File: src/rtl/voice_key_pkg.sv
package voice_key_pkg;
  localparam int unsigned NUM_VOICES = 8;
  localparam int unsigned SEL_W      = 2;

  localparam logic [SEL_W-1:0] SEL_KON   = 2'd0;
  localparam logic [SEL_W-1:0] SEL_KOFF  = 2'd1;
  localparam logic [SEL_W-1:0] SEL_ENDF  = 2'd2;
  localparam logic [SEL_W-1:0] SEL_FLAGS = 2'd3;

  localparam int unsigned FLG_SRST_BIT = 7;
  localparam int unsigned FLG_MUTE_BIT = 6;
  localparam int unsigned FLG_ECHO_BIT = 5;
  localparam int unsigned FLG_LOW_W    = 5;

  localparam logic [7:0] FLAGS_RST_VAL = 8'hC0;
endpackage

File: src/rtl/voice_key_lane.sv
// Key state of one voice: keyed, pending start, key-on/key-off/end bits.
module voice_key_lane (
  input  logic clk,
  input  logic rst_n,
  input  logic kon_wr,
  input  logic koff_wr,
  input  logic endf_wr,
  input  logic soft_rst,
  input  logic d_bit,
  input  logic end_evt,
  output logic start_p,
  output logic release_p,
  output logic keyed,
  output logic kon,
  output logic koff,
  output logic endf
);
  logic pend;
  logic keyed_n, kon_n, koff_n, endf_n, pend_n, start_n, release_n;
  logic st_en;

  assign st_en = kon_wr | koff_wr | endf_wr | soft_rst | end_evt;

  always_comb begin
    keyed_n   = keyed;
    kon_n     = kon;
    koff_n    = koff;
    pend_n    = pend;
    endf_n    = endf | end_evt;
    start_n   = 1'b0;
    release_n = 1'b0;
    if (soft_rst) begin
      keyed_n   = 1'b0;
      kon_n     = 1'b0;
      koff_n    = 1'b0;
      pend_n    = 1'b0;
      endf_n    = 1'b0;
      release_n = keyed;
    end else if (kon_wr) begin
      kon_n = d_bit;
      if (d_bit) begin
        if (!koff) begin
          keyed_n = 1'b1;
          endf_n  = 1'b0;
          pend_n  = 1'b0;
          start_n = 1'b1;
        end else begin
          pend_n = 1'b1;
        end
      end
    end else if (koff_wr) begin
      koff_n = d_bit;
      if (d_bit) begin
        if (keyed) begin
          keyed_n   = 1'b0;
          kon_n     = 1'b0;
          pend_n    = 1'b0;
          release_n = 1'b1;
        end
      end else if (pend) begin
        pend_n  = 1'b0;
        keyed_n = 1'b1;
        endf_n  = 1'b0;
        start_n = 1'b1;
      end
    end else if (endf_wr) begin
      endf_n = 1'b0;
    end
  end

  always_ff @(posedge clk or negedge rst_n) begin
    if (!rst_n) begin
      start_p   <= 1'b0;
      release_p <= 1'b0;
    end else begin
      start_p   <= start_n;
      release_p <= release_n;
    end
  end

  always_ff @(posedge clk or negedge rst_n) begin
    if (!rst_n) begin
      keyed <= 1'b0;
      kon   <= 1'b0;
      koff  <= 1'b0;
      endf  <= 1'b0;
      pend  <= 1'b0;
    end else if (st_en) begin
      keyed <= keyed_n;
      kon   <= kon_n;
      koff  <= koff_n;
      endf  <= endf_n;
      pend  <= pend_n;
    end
  end
endmodule

File: src/rtl/voice_flags_reg.sv
// Flags register with soft-reset detection.
module voice_flags_reg
  import voice_key_pkg::*;
(
  input  logic       clk,
  input  logic       rst_n,
  input  logic       wr,
  input  logic [7:0] data,
  output logic       soft_rst,
  output logic [7:0] flags_q
);
  logic [7:0] flags_n;

  assign soft_rst = wr & data[FLG_SRST_BIT];

  always_comb begin
    flags_n = flags_q;
    if (wr) begin
      if (data[FLG_SRST_BIT]) begin
        flags_n = '0;
        flags_n[FLG_MUTE_BIT] = 1'b1;
        flags_n[FLG_ECHO_BIT] = 1'b1;
        flags_n[FLG_LOW_W-1:0] = data[FLG_LOW_W-1:0];
      end else begin
        flags_n = data;
      end
    end
  end

  always_ff @(posedge clk or negedge rst_n) begin
    if (!rst_n)  flags_q <= FLAGS_RST_VAL;
    else if (wr) flags_q <= flags_n;
  end
endmodule

File: src/rtl/voice_key_ctrl.sv
// Top: register decode, eight voice lanes, flags, read-back mux.
module voice_key_ctrl
  import voice_key_pkg::*;
(
  input  logic                  clk,
  input  logic                  rst_n,
  input  logic                  wr_en,
  input  logic [SEL_W-1:0]      wr_sel,
  input  logic [NUM_VOICES-1:0] wr_data,
  input  logic [NUM_VOICES-1:0] voice_end,
  input  logic [SEL_W-1:0]      rd_sel,
  output logic [NUM_VOICES-1:0] rd_data,
  output logic [NUM_VOICES-1:0] start_o,
  output logic [NUM_VOICES-1:0] release_o,
  output logic [NUM_VOICES-1:0] keyed_o,
  output logic                  mute_o
);
  logic wr_kon, wr_koff, wr_endf, wr_flags, soft_rst;
  logic [NUM_VOICES-1:0] kon_q, koff_q, end_flags;
  logic [7:0] flags_q;

  assign wr_kon   = wr_en && (wr_sel == SEL_KON);
  assign wr_koff  = wr_en && (wr_sel == SEL_KOFF);
  assign wr_endf  = wr_en && (wr_sel == SEL_ENDF);
  assign wr_flags = wr_en && (wr_sel == SEL_FLAGS);

  voice_flags_reg u_flags (
    .clk     (clk),
    .rst_n   (rst_n),
    .wr      (wr_flags),
    .data    (wr_data),
    .soft_rst(soft_rst),
    .flags_q (flags_q)
  );

  for (genvar v = 0; v < NUM_VOICES; v++) begin : g_lane
    voice_key_lane u_lane (
      .clk      (clk),
      .rst_n    (rst_n),
      .kon_wr   (wr_kon),
      .koff_wr  (wr_koff),
      .endf_wr  (wr_endf),
      .soft_rst (soft_rst),
      .d_bit    (wr_data[v]),
      .end_evt  (voice_end[v]),
      .start_p  (start_o[v]),
      .release_p(release_o[v]),
      .keyed    (keyed_o[v]),
      .kon      (kon_q[v]),
      .koff     (koff_q[v]),
      .endf     (end_flags[v])
    );
  end

  assign mute_o = flags_q[FLG_MUTE_BIT];

  always_comb begin
    unique case (rd_sel)
      SEL_KON:  rd_data = kon_q;
      SEL_KOFF: rd_data = koff_q;
      SEL_ENDF: rd_data = end_flags;
      default:  rd_data = flags_q;
    endcase
  end
endmodule

File: config.mk
export PLATFORM = sky130hd
export DESIGN_NAME = voice_key_ctrl
export DESIGN_NICKNAME = d
export VERILOG_FILES = /design/src/rtl/voice_key_pkg.sv /design/src/rtl/voice_key_lane.sv /design/src/rtl/voice_flags_reg.sv /design/src/rtl/voice_key_ctrl.sv
export SDC_FILE = /design/constraint.sdc
export NUM_CORES = 1
export LEC_CHECK = 0
export BUFFER_PORTS_ARGS = -buffer_cell sky130_fd_sc_hd__buf_2
export CAP_MARGIN = 0
export CORE_MARGIN = 1.5
export CORE_UTILIZATION = 45
export DETAILED_ROUTE_END_ITERATION = 16
export PLACE_DENSITY_LB_ADDON = 0.2
export SLEW_MARGIN = 20
export SYNTH_ARGS = -nofsm -noshare
export SYNTH_HDL_FRONTEND = slang
export SYNTH_SLANG_ARGS = --single-unit
File: constraint.sdc
create_clock -name clk -period 1.3 [get_ports clk]
set_clock_uncertainty 0.2 [all_clocks]
set_input_delay 0.13 -clock clk [delete_from_list [all_inputs] [get_ports clk]]
set_output_delay 0.13 -clock clk [all_outputs]
set_load 0.02 [all_outputs]
==> impl_metrics.env <==
export IMPL_fin_crit_ps=1720
export IMPL_cp_max_fo=2
export IMPL_die_x_um=89.1
export IMPL_cts_clk_slew_worst_paths_ps=70
export IMPL_cts_tree="yes"
export IMPL_final_setup_worst_slack_ps=-419
export IMPL_h_tree_depth=3
export IMPL_cp_end_kind="output port"
export IMPL_cts_inserted_buffers=9
export IMPL_dp_cells=523
export IMPL_drc=0
export IMPL_syn_cell_area_um2=3340
export IMPL_clk_latency_ps=350
export IMPL_avgSynthCellArea_um2=10.1
export IMPL_yosysSeqAreaShare_pct=48.0
export IMPL_synth_seq_cells=64
export IMPL_routed_via_density=5.47
export IMPL_place_gp_congestion=0.926
export IMPL_finalHoldViolations=0
export IMPL_leakage_uw=0.00235
export IMPL_grt_pass1_wl_um=15600
export IMPL_gr_total_overflow=0
export IMPL_hp_class="primary input to flop"
export IMPL_outcome="finished, violations left"
export IMPL_coreArea_um2=7210
export IMPL_rsz0062_at_grt="yes"
export IMPL_cp_arrival_ps=1390
export IMPL_firstDrtPassIters=5
export IMPL_p_per_area_nw_per_um2=1170
export IMPL_synth_edf_count=0
export IMPL_final_cell_mix="89 x buf_4, 62 x dfrtp_1, 41 x nand2_1, 40 x buf_2, 26 x buf_6"
export IMPL_dp_hpwl_um=6700
export IMPL_vdd_drop_max_uv=661
export IMPL_clockBufferDepth=2
export IMPL_slew_violations=0
export IMPL_critPathKind="flop to output port"
export IMPL_syn_to_final_growth_pct=50.1
export IMPL_ant_nets=0
export IMPL_grtUsageTotal_pct=27.2
export IMPL_clock_sinks=64
export IMPL_relSlewSlack_pct=61.7
export IMPL_async_flop_share_pct=100
export IMPL_grt_antenna_before_repair=0
export IMPL_crit_slowest_cell="mux4_2"
export IMPL_synth_cells=330
export IMPL_routed_wl_um=10600
export IMPL_cts_root_buffer="clkbuf_8"
export IMPL_path_cells="mux4_2 > buf_6"
export IMPL_dp_slack_ps=-214
export IMPL_clock_fmax_ghz=0.582
export IMPL_synth_nets=353
export IMPL_drt_initial_drc_count=220
export IMPL_dieArea_um2=7950
export IMPL_required_ps=970
export IMPL_nets=502
export IMPL_avgRoutedWirePerCell_um=18.1
export IMPL_tightest_slew_ps=570
export IMPL_drive_gt1_share_pct=47.3
export IMPL_vias=3190
export IMPL_rows=31
export IMPL_slowest_delay_ps=490
export IMPL_initial_core_util_pct=46.3
export IMPL_ys_warn_count=0
export IMPL_cp_start_kind="flop"
export IMPL_fin_cells=583
export IMPL_synth_distinct_cells=47
export IMPL_drv_cap=0
export IMPL_post_route_period_util_pct=132
export IMPL_path_buf_inv=1
export IMPL_synth_main_ff_cell="dfrtp_1"
export IMPL_layout_commonest_cell="buf_4"
export IMPL_fp_dieH_um=89.1
export IMPL_grt_max_degree=65
export IMPL_ioPinCount=56
export IMPL_violations="setup timing"
export IMPL_cpLargestDelayFamily="multiplexers"
export IMPL_finalSetupViolations=21
export IMPL_diodes=0
export IMPL_grt_pass1_vias=3105
export IMPL_io_buffers=55
-- power breakdown --
part / total, uW / switching, uW / internal [uW] / leakage [uW]
clock: 1710 / 777 / 930 / 0.000100
sequential: 2360 / 147 / 2210 / 0.000815
combinational: 1810 / 838 / 973 / 0.00144
-- what timing repair did --
action	in CTS	in global routing
endpoints found under the hold margin	91	0
hold buffers	23	0
pin swaps	8	18
endpoints found under the setup margin	31	41
buffers inserted	14	9
resized for setup	41	50
-- sequential cells by signal, indices dropped and copies added (netlist names) --
register                 cells
g_lane.u_lane.endf           8
g_lane.u_lane.keyed          8
g_lane.u_lane.koff           8
g_lane.u_lane.kon            8
g_lane.u_lane.pend           8
g_lane.u_lane.release_p      8
g_lane.u_lane.start_p        8
u_flags.flags_q              8
-- synth_stat cells, types with 2 or more instances --
master / number / share of area [%]
buf_2: 7 / 1.0
mux2_2: 5 / 1.7
o41ai_1: 2 / 0.52
nand2b_1: 6 / 1.1
nor3b_1: 6 / 1.3
and2_1: 5 / 0.94
nor3_1: 12 / 1.8
nor2_1: 25 / 2.8
o221ai_1: 2 / 0.52
mux2i_1: 3 / 0.90
inv_1: 7 / 0.79
nand3b_1: 3 / 0.67
a311o_1: 2 / 0.60
a21oi_1: 18 / 2.7
nand2_1: 42 / 4.7
o32ai_1: 2 / 0.52
dfrtp_1: 62 / 46
a21boi_0: 3 / 0.67
o31ai_1: 7 / 1.6
dfstp_2: 2 / 1.6
a21oi_2: 2 / 0.52
o21a_1: 2 / 0.45
mux4_2: 8 / 5.4
buf_4: 30 / 6.7
nand3_1: 7 / 1.0
a22o_1: 2 / 0.52
o21ai_0: 19 / 2.8
buf_6: 2 / 0.67
nand2_2: 2 / 0.37
nor2b_1: 8 / 1.5
clkbuf_1: 3 / 0.34
a2bb2oi_1: 2 / 0.52
or3_1: 2 / 0.37
a32o_1: 7 / 2.1
-- worst min-delay path, stage by stage --
cell	delay, ps
buf_2	120
nand4bb_1	120
o21ai_2	90
o31ai_1	70
-- worst paths after layout --
check                                              startpoint                                end  slack (ps)  depth (start not counted)
setup / recovery            g_lane[6].u_lane.endf$_DFFE_PN0P_                         rd_data[6]        -420                          2
hold / removal                                     wr_data[1]  g_lane[1].u_lane.pend$_DFFE_PN0P_          20                          4
setup reg to reg           g_lane[2].u_lane.keyed$_DFFE_PN0P_  g_lane[2].u_lane.pend$_DFFE_PN0P_        -150                          4
hold reg to reg                u_flags.flags_q[5]$_DFFE_PN0P_     u_flags.flags_q[5]$_DFFE_PN0P_         300                          2
max in group asynchronous                               rst_n     u_flags.flags_q[7]$_DFFE_PN1P_         480                          3
min in group asynchronous                               rst_n  g_lane[6].u_lane.endf$_DFFE_PN0P_         110                          3
-- per-layer routing --
metal	vias to the layer above	share of wire [%]	GRT usage, %
met2	165	49	43.6
met4	0	3.8	15.5
li1	1446	-	-
met3	35	6.6	4.99
met5	-	0	0
met1	1544	41	34.5
-- per-stage QoR --
step / total power (uW) / setup TNS [ps] / utilization (%) / hold slack [ps] / cell area [um2]
finish: 5880 / -3890 / 69.5 / 16.3 / 5010
CTS: 5690 / -3640 / 65.7 / 18.5 / 4740
detailed placement: 3690 / -9020 / 56.7 / -27.3 / 4090
global placement: 3660 / -7730 / 56.7 / -29.5 / 4090
floorplan: 3150 / -83.0 / - / -366 / 3340
global route: 6120 / -4850 / 69.5 / 22.1 / 5010
-- cells by family (layout without fill, tap and decap cells) --
kind of cell    count (synthesis)  count (layout)  synth area share [%]
compound gates                 77              77                  15.8
flops                          64              64                  48.0
buf+inv                        51             205                  10.2
simple gates                  122             122                  18.0
mux                            16              16                  7.98
-- final cells by class --
class	instances	area (um2)
Clock buffer	12	145
Tap cell	99	124
Multi-Input combinational cell	215	1610
Sequential cell	64	1600
Fill cell	568	2200
Inverter	8	30.0
Clock inverter	4	45.0
Timing Repair Buffer	181	1450
(Power assumes the default switching activity.)
